==> config.mk <==
export PLATFORM = sky130hd
export DESIGN_NAME = tdp_touch_proc
export DESIGN_NICKNAME = d
export VERILOG_FILES = /design/src/rtl/tdp_pkg.sv /design/src/rtl/tdp_cmp.sv /design/src/rtl/tdp_ref_track.sv /design/src/rtl/tdp_on_timer.sv /design/src/rtl/tdp_fsm.sv /design/src/rtl/tdp_touch_proc.sv
export SDC_FILE = /design/constraint.sdc
export NUM_CORES = 1
export LEC_CHECK = 0
export BUFFER_PORTS_ARGS = -buffer_cell sky130_fd_sc_hd__buf_2
export CAP_MARGIN = 20
export CORE_ASPECT_RATIO = 0.7
export CORE_MARGIN = 1
export CORE_UTILIZATION = 30
export CTS_BUF_LIST = sky130_fd_sc_hd__clkbuf_2
export DETAILED_ROUTE_END_ITERATION = 10
export GPL_TIMING_DRIVEN = 0
export SLEW_MARGIN = 20
export SYNTH_ARGS = -nofsm -noshare
export SYNTH_HDL_FRONTEND = slang
export SYNTH_SLANG_ARGS = --single-unit
export TNS_END_PERCENT = 5
==> constraint.sdc <==
create_clock -name clk -period 6.7 [get_ports clk]
set_input_delay 0.67 -clock clk [delete_from_list [all_inputs] [get_ports clk]]
set_output_delay 0.67 -clock clk [all_outputs]
set_load 0.01 [all_outputs]
==> src/rtl/tdp_pkg.sv <==
package tdp_pkg;

    typedef enum logic [2:0] {
        ST_CAL,
        ST_IDLE,
        ST_ARM,
        ST_HELD,
        ST_DROP
    } tdp_state_e;

endpackage

==> src/rtl/tdp_cmp.sv <==
module tdp_cmp #(
    parameter int W   = 14,
    parameter int THR = 10,
    parameter int HYS = 2
) (
    input  logic [W-1:0] sample,
    input  logic [W-1:0] ref_lvl,
    output logic         detect,
    output logic         keep,
    output logic         above,
    output logic         below
);
    localparam int DW = W + 2;
    localparam logic signed [DW-1:0] THR_S = DW'(THR);
    localparam logic signed [DW-1:0] KEEP_S = DW'(THR - HYS);

    logic signed [DW-1:0] delta;

    always_comb begin
        delta  = $signed({2'b00, sample}) - $signed({2'b00, ref_lvl});
        detect = (delta >= THR_S);
        keep   = (delta >= KEEP_S);
        above  = (sample > ref_lvl);
        below  = (sample < ref_lvl);
    end

endmodule

==> src/rtl/tdp_ref_track.sv <==
module tdp_ref_track #(
    parameter int W       = 14,
    parameter int UP_RATE = 16,
    parameter int DN_RATE = 4
) (
    input  logic         clk,
    input  logic         rst_n,
    input  logic         clear,
    input  logic         load,
    input  logic         step,
    input  logic         above,
    input  logic         below,
    input  logic [W-1:0] sample,
    output logic [W-1:0] ref_lvl
);
    localparam int UW = (UP_RATE < 2) ? 1 : $clog2(UP_RATE);
    localparam int NW = (DN_RATE < 2) ? 1 : $clog2(DN_RATE);
    localparam logic [UW-1:0] UP_LAST = UW'(UP_RATE - 1);
    localparam logic [NW-1:0] DN_LAST = NW'(DN_RATE - 1);

    logic [W-1:0]  ref_q;
    logic [UW-1:0] up_cnt;
    logic [NW-1:0] dn_cnt;

    always_ff @(posedge clk) begin
        if (!rst_n) begin
            ref_q  <= '0;
            up_cnt <= '0;
            dn_cnt <= '0;
        end else if (load) begin
            ref_q  <= sample;
            up_cnt <= '0;
            dn_cnt <= '0;
        end else if (clear) begin
            up_cnt <= '0;
            dn_cnt <= '0;
        end else if (step) begin
            if (above) begin
                dn_cnt <= '0;
                if (up_cnt == UP_LAST) begin
                    up_cnt <= '0;
                    ref_q  <= ref_q + 1'b1;
                end else begin
                    up_cnt <= up_cnt + 1'b1;
                end
            end else if (below) begin
                up_cnt <= '0;
                if (dn_cnt == DN_LAST) begin
                    dn_cnt <= '0;
                    ref_q  <= ref_q - 1'b1;
                end else begin
                    dn_cnt <= dn_cnt + 1'b1;
                end
            end else begin
                up_cnt <= '0;
                dn_cnt <= '0;
            end
        end
    end

    assign ref_lvl = ref_q;

endmodule

==> src/rtl/tdp_on_timer.sv <==
module tdp_on_timer #(
    parameter int MAX_TICKS = 35
) (
    input  logic clk,
    input  logic rst_n,
    input  logic run,
    input  logic tick,
    output logic expire
);
    localparam int CW = $clog2(MAX_TICKS + 1);
    localparam logic [CW-1:0] LAST = CW'(MAX_TICKS - 1);

    logic [CW-1:0] cnt;

    always_ff @(posedge clk) begin
        if (!rst_n || !run) begin
            cnt <= '0;
        end else if (tick) begin
            cnt <= cnt + 1'b1;
        end
    end

    assign expire = run && tick && (cnt == LAST);

endmodule

==> src/rtl/tdp_fsm.sv <==
module tdp_fsm
    import tdp_pkg::*;
#(
    parameter int DI_N = 4
) (
    input  logic       clk,
    input  logic       rst_n,
    input  logic       smp_valid,
    input  logic       detect,
    input  logic       keep,
    input  logic       force_cal,
    output tdp_state_e state,
    output logic       touch_on,
    output logic       maybe_touch,
    output logic       calibrating,
    output logic       load_ref,
    output logic       drift_step,
    output logic       timer_run
);
    localparam int DIW = $clog2(DI_N + 1);
    localparam logic [DIW-1:0] DI_LAST = DIW'(DI_N - 1);

    tdp_state_e   st_q, st_d;
    logic [DIW-1:0] di_q, di_d;

    always_comb begin
        st_d = st_q;
        di_d = di_q;
        if (force_cal) begin
            st_d = ST_CAL;
            di_d = '0;
        end else if (smp_valid) begin
            unique case (st_q)
                ST_CAL: begin
                    st_d = ST_IDLE;
                    di_d = '0;
                end
                ST_IDLE: begin
                    if (detect) begin
                        st_d = ST_ARM;
                        di_d = DIW'(1);
                    end
                end
                ST_ARM: begin
                    if (!detect) begin
                        st_d = ST_IDLE;
                        di_d = '0;
                    end else if (di_q == DI_LAST) begin
                        st_d = ST_HELD;
                        di_d = '0;
                    end else begin
                        di_d = di_q + 1'b1;
                    end
                end
                ST_HELD: begin
                    if (!keep) begin
                        st_d = ST_DROP;
                        di_d = DIW'(1);
                    end
                end
                ST_DROP: begin
                    if (keep) begin
                        st_d = ST_HELD;
                        di_d = '0;
                    end else if (di_q == DI_LAST) begin
                        st_d = ST_IDLE;
                        di_d = '0;
                    end else begin
                        di_d = di_q + 1'b1;
                    end
                end
                default: begin
                    st_d = ST_CAL;
                    di_d = '0;
                end
            endcase
        end
    end

    always_ff @(posedge clk) begin
        if (!rst_n) begin
            st_q <= ST_CAL;
            di_q <= '0;
        end else begin
            st_q <= st_d;
            di_q <= di_d;
        end
    end

    always_comb begin
        touch_on    = 1'b0;
        maybe_touch = 1'b0;
        calibrating = 1'b0;
        timer_run   = 1'b0;
        load_ref    = 1'b0;
        drift_step  = 1'b0;
        unique case (st_q)
            ST_CAL: begin
                calibrating = 1'b1;
                load_ref    = smp_valid && !force_cal;
            end
            ST_IDLE: drift_step  = smp_valid && !force_cal && !detect;
            ST_ARM:  maybe_touch = 1'b1;
            ST_HELD, ST_DROP: begin
                touch_on  = 1'b1;
                timer_run = 1'b1;
            end
            default: calibrating = 1'b1;
        endcase
    end

    assign state = st_q;

endmodule

==> src/rtl/tdp_touch_proc.sv <==
module tdp_touch_proc
    import tdp_pkg::*;
#(
    parameter int W            = 14,
    parameter int THR          = 10,
    parameter int HYS          = 2,
    parameter int DI_N         = 4,
    parameter int UP_RATE      = 16,
    parameter int DN_RATE      = 4,
    parameter int MAX_ON_TICKS = 35
) (
    input  logic         clk,
    input  logic         rst_n,
    input  logic         smp_valid,
    input  logic [W-1:0] smp_value,
    input  logic         tick,
    input  logic         recal_req,
    output logic         touch_on,
    output logic         maybe_touch,
    output logic         calibrating
);
    tdp_state_e  state;
    logic [W-1:0] ref_lvl;
    logic detect, keep, above, below;
    logic load_ref, drift_step, timer_run, expire, force_cal;

    assign force_cal = recal_req || expire;

    tdp_cmp #(.W(W), .THR(THR), .HYS(HYS)) u_cmp (
        .sample (smp_value),
        .ref_lvl(ref_lvl),
        .detect (detect),
        .keep   (keep),
        .above  (above),
        .below  (below)
    );

    tdp_ref_track #(.W(W), .UP_RATE(UP_RATE), .DN_RATE(DN_RATE)) u_ref (
        .clk    (clk),
        .rst_n  (rst_n),
        .clear  (calibrating),
        .load   (load_ref),
        .step   (drift_step),
        .above  (above),
        .below  (below),
        .sample (smp_value),
        .ref_lvl(ref_lvl)
    );

    tdp_on_timer #(.MAX_TICKS(MAX_ON_TICKS)) u_tmr (
        .clk   (clk),
        .rst_n (rst_n),
        .run   (timer_run),
        .tick  (tick),
        .expire(expire)
    );

    tdp_fsm #(.DI_N(DI_N)) u_fsm (
        .clk        (clk),
        .rst_n      (rst_n),
        .smp_valid  (smp_valid),
        .detect     (detect),
        .keep       (keep),
        .force_cal  (force_cal),
        .state      (state),
        .touch_on   (touch_on),
        .maybe_touch(maybe_touch),
        .calibrating(calibrating),
        .load_ref   (load_ref),
        .drift_step (drift_step),
        .timer_run  (timer_run)
    );

endmodule

==> summary.md <==
| Metric | Value |
|---|---|
| Status | finished clean |
| Initial drt markers | 140 |
| Crit path to | u_ref.ref_lvl[13]$_SDFFE_PN0P_ |
| Final nets | 467 |
| Final Util | 0.346 |
| Area Overhead vs Synth | 10.7% |
| Syn. warnings | 0 |
| Die H | 86.7 µm |
| Worst-path clk slew | 0.17 ns |
| WL per Instance | 13.9 µm |
| Root buf cell | clkbuf_2 |
| Initial Util | 0.312 |
| Synth cell types | 64 |
| Vias per cell | 5.30 |
| Post-synth net total | 440 |
| Vias | 2,881 |
| Switch Pwr | 0.217 mW |
| Max clock buf depth | 2 |
| Worst-margin pin slew | 0.924 ns |
| GRT Util Overall | 0.147 |
| CP Depth | 19 |
| CP Buf/Inv Count | 2 |
| CTS H-tree lvls | 2 |
| Die area | 10,700 µm² |
| Placer Congestion | 0.870 |
| Comb pwr share | 0.407 |
| Clock skew | 0.0212 ns |
| Rows | 30 |
| Setup TNS | 0 ns |
| Post-cts resize count | 0 |
| Pin count of the biggest net entering global routing | 21 |
| WP data arrival | 5.65 ns |
| Min-Delay Path Class | flip-flop to flip-flop |
| Dominant synthesized flop cell | dfxtp_1 |
| FF-to-FF Start | u_ref.ref_lvl[4]$_SDFFE_PN0P_ |
| Worst Slack Setup Final | 1.38 ns |
| Switching Share | 0.378 |
| Synth area leaders | dfxtp_1 21%, ha_1 13%, mux2i_1 5.2% |
| Post-DP Area | 3330 µm² |
| R2R setup slack | 1.38 ns |
| Clock Latency Late Sink | 0.40 ns |
| Total inserted antenna cells | 0 |
| Dominant cell type by area after synthesis | dfxtp_1 |
| Final ANT Viol Nets | 0 |
| Slew HR | 0.384 |
| Crit-path leading delay family | compound AO/OA/AOI/OAI gates |
| Fin crit period | 5.32 ns |
| Vias in the first global route | 2,669 |
| Share of the synthesized area in the top cell type | 0.208 |
| Seq/Total Area, Yosys | 0.208 |
| Maxcap violations | 0 |
| CTS tree | yes |
| EDFF count, synth | 0 |
| Final wirelength | 7.54 mm |
| R2R cell count | 19 |
| CP max-delay cell | clkbuf_1 |
| Clock power frac | 0.237 |
| Total power | 0.575 mW |
| Final-report hold violation count | 0 |
| Fin. max-slew vios | 0 |
| Port Buf Inserts | 20 |
| Pwr dens | 169 nW/µm² |
| Asr flop ratio synth | 0 |
| Pre-CTS setup slack | 1.04 ns |
| Nature of the critical path endpoint | flip-flop |
| Synth top cells by count | 35 x nor2_1, 32 x dfxtp_1, 31 x ha_1, 30 x a21oi_1, 30 x inv_1 |
| Critical Path Start | u_ref.ref_lvl[4]$_SDFFE_PN0P_ |
| Top-count cell post-synth | nor2_1 |
| Gr ovfl total | 0 |
| Startpoint Class | flip-flop |
| Core Area | 9830 µm² |
| RSZ-0062 raised after global routing | false |
| # DRC | 0 |
| Peak VDD IR | 70.5 µV |
| Crit path cell chain | inv_1 -> ha_1 -> a21o_1 -> a211o_1 -> o211ai_1 -> nand2_1 -> a21oi_1 -> or2_2 -> clkbuf_1 -> ha_1 -> a211oi_1 -> o21ai_0 -> a31oi_1 -> a21oi_1 -> a21o_1 -> a21oi_1 -> xor2_1 -> or3_1 -> a31oi_1 |
| Post-Syn Instances | 388 |
| Syn Std Cell Area | 3070 µm² |
| Antenna violations before repair | 0 |
| Crit path required time | 7.03 ns |
| Io pins | 22 |
| Tcrit/Tclk final | 0.795 |
| Int Power | 0.358 mW |
| Reg2reg end | u_ref.ref_lvl[13]$_SDFFE_PN0P_ |
| Layout cells sized above 1 | 0.120 |
| Num CTS Buffers | 5 |
| 1st-pass router iterations | 4 |
| Design area | 3400 µm² |
| Post-CTS setup repair buffer count | 0 |
| Avg Synthesized Cell Area | 7.92 µm² |
| Die width | 123 µm |
| CP peak stage delay | 0.68 ns |
| Fill count | 1,054 |
| First-pass GRT wire length | 12.5 mm |
| Seq pwr share | 0.356 |
| Cts hold-fix bufs | 0 |
| Register bit total from synthesis | 32 |
| Clk sink count | 32 |
| Final setup fails | 0 |
| Crit Path Category | flip-flop to flip-flop |
| CP max FO | 20 |
| Highest clock rate | 188 MHz |
| DP HPWL | 6.16 mm |
| Most frequent cell on the critical path | a21oi_1 |
| LEAKAGE | 1.41 nW |
## metal layers
metal,up-vias,share of wire,GRT usage
li1,1489,-,-
met1,1335,0.53,0.205
met2,52,0.43,0.239
met3,5,0.035,0.0217
met4,0,0.0057,0.0299
met5,-,0,0
## worst min-delay path, stage by stage (launching register included)
cell and delay, ns:
dfxtp_1 0.35, nand2_1 0.05, o21ai_0 0.06
## power by group through the flow
stage / logic (mW) / registers [mW] / clock network, mW
floorplan: 0.181 / 0.206 / 0
global placement: 0.227 / 0.209 / 0
detailed placement: 0.231 / 0.209 / 0
CTS: 0.233 / 0.205 / 0.139
global route: 0.260 / 0.207 / 0.148
finish: 0.234 / 0.205 / 0.136
## area by class of cell
class                      count  area, µm²  area share
multi-input combinational    317       2260       0.666
sequential                    32        641       0.188
inverter                      30        113      0.0331
tap                          128        160      0.0471
buffer                         9       56.3      0.0166
clock inverter                 3       42.5      0.0125
clock buffer                   5       25.0     0.00736
timing repair buffer          20        100      0.0294
## flip-flops by register name (all words and copies together), names as in the netlist
signal         count
u_ref.ref_lvl     14
u_tmr.cnt          6
u_ref.up_cnt       4
u_fsm.di_q         3
u_fsm.state        3
u_ref.dn_cnt       2
## through the flow
step	hold WS, ns	instances
after floorplan	0.436	388
after global placement	0.447	536
after detailed placement	0.462	536
after CTS	0.484	544
after global routing	0.515	544
final	0.476	544
## cell families (layout without fill, tap and decap cells)
logic type / count (synthesis) / count (layout) / synth area share
AND/OR/NAND/NOR: 134 / 134 / 0.235
AO/OA/AOI/OAI: 112 / 112 / 0.248
buffers and inverters: 39 / 67 / 0.0550
adder cells (fa/ha/maj): 33 / 33 / 0.139
flip-flops: 32 / 32 / 0.208
XOR/XNOR: 22 / 22 / 0.0627
multiplexers: 16 / 16 / 0.0521
## worst min path at each step
stage          depth (start not counted)  slack [ns]                            to                          from
4_1_cts                                2        0.48    u_fsm.di_q[1]$_SDFFE_PP0P_    u_fsm.di_q[1]$_SDFFE_PP0P_
6_report                               2        0.48    u_fsm.di_q[1]$_SDFFE_PP0P_    u_fsm.di_q[1]$_SDFFE_PP0P_
3_3_place_gp                           2        0.45  u_ref.dn_cnt[1]$_SDFFE_PP0P_  u_ref.dn_cnt[1]$_SDFFE_PP0P_
3_5_place_dp                           2        0.46    u_fsm.di_q[1]$_SDFFE_PP0P_    u_fsm.di_q[1]$_SDFFE_PP0P_
5_1_grt                                2        0.52  u_ref.dn_cnt[1]$_SDFFE_PP0P_  u_ref.dn_cnt[1]$_SDFFE_PP0P_
2_1_floorplan                          2        0.44  u_ref.dn_cnt[1]$_SDFFE_PP0P_  u_ref.dn_cnt[1]$_SDFFE_PP0P_
## layout by cell type, fill, tap and decap left out, drive strengths merged, types with 7 or more instances in the layout
cell and count:
ha 31, buf 24, xnor2 10, a211oi 14, dfxtp 32, clkbuf 10, mux2i 16, o21a 7
nand3 12, inv 30, nor2 35, nor3 10, nand2 25, a21oi 32, xor2 12, or2 7
o21ai 20
No activity file was read; power rests on OpenSTA's default activity.
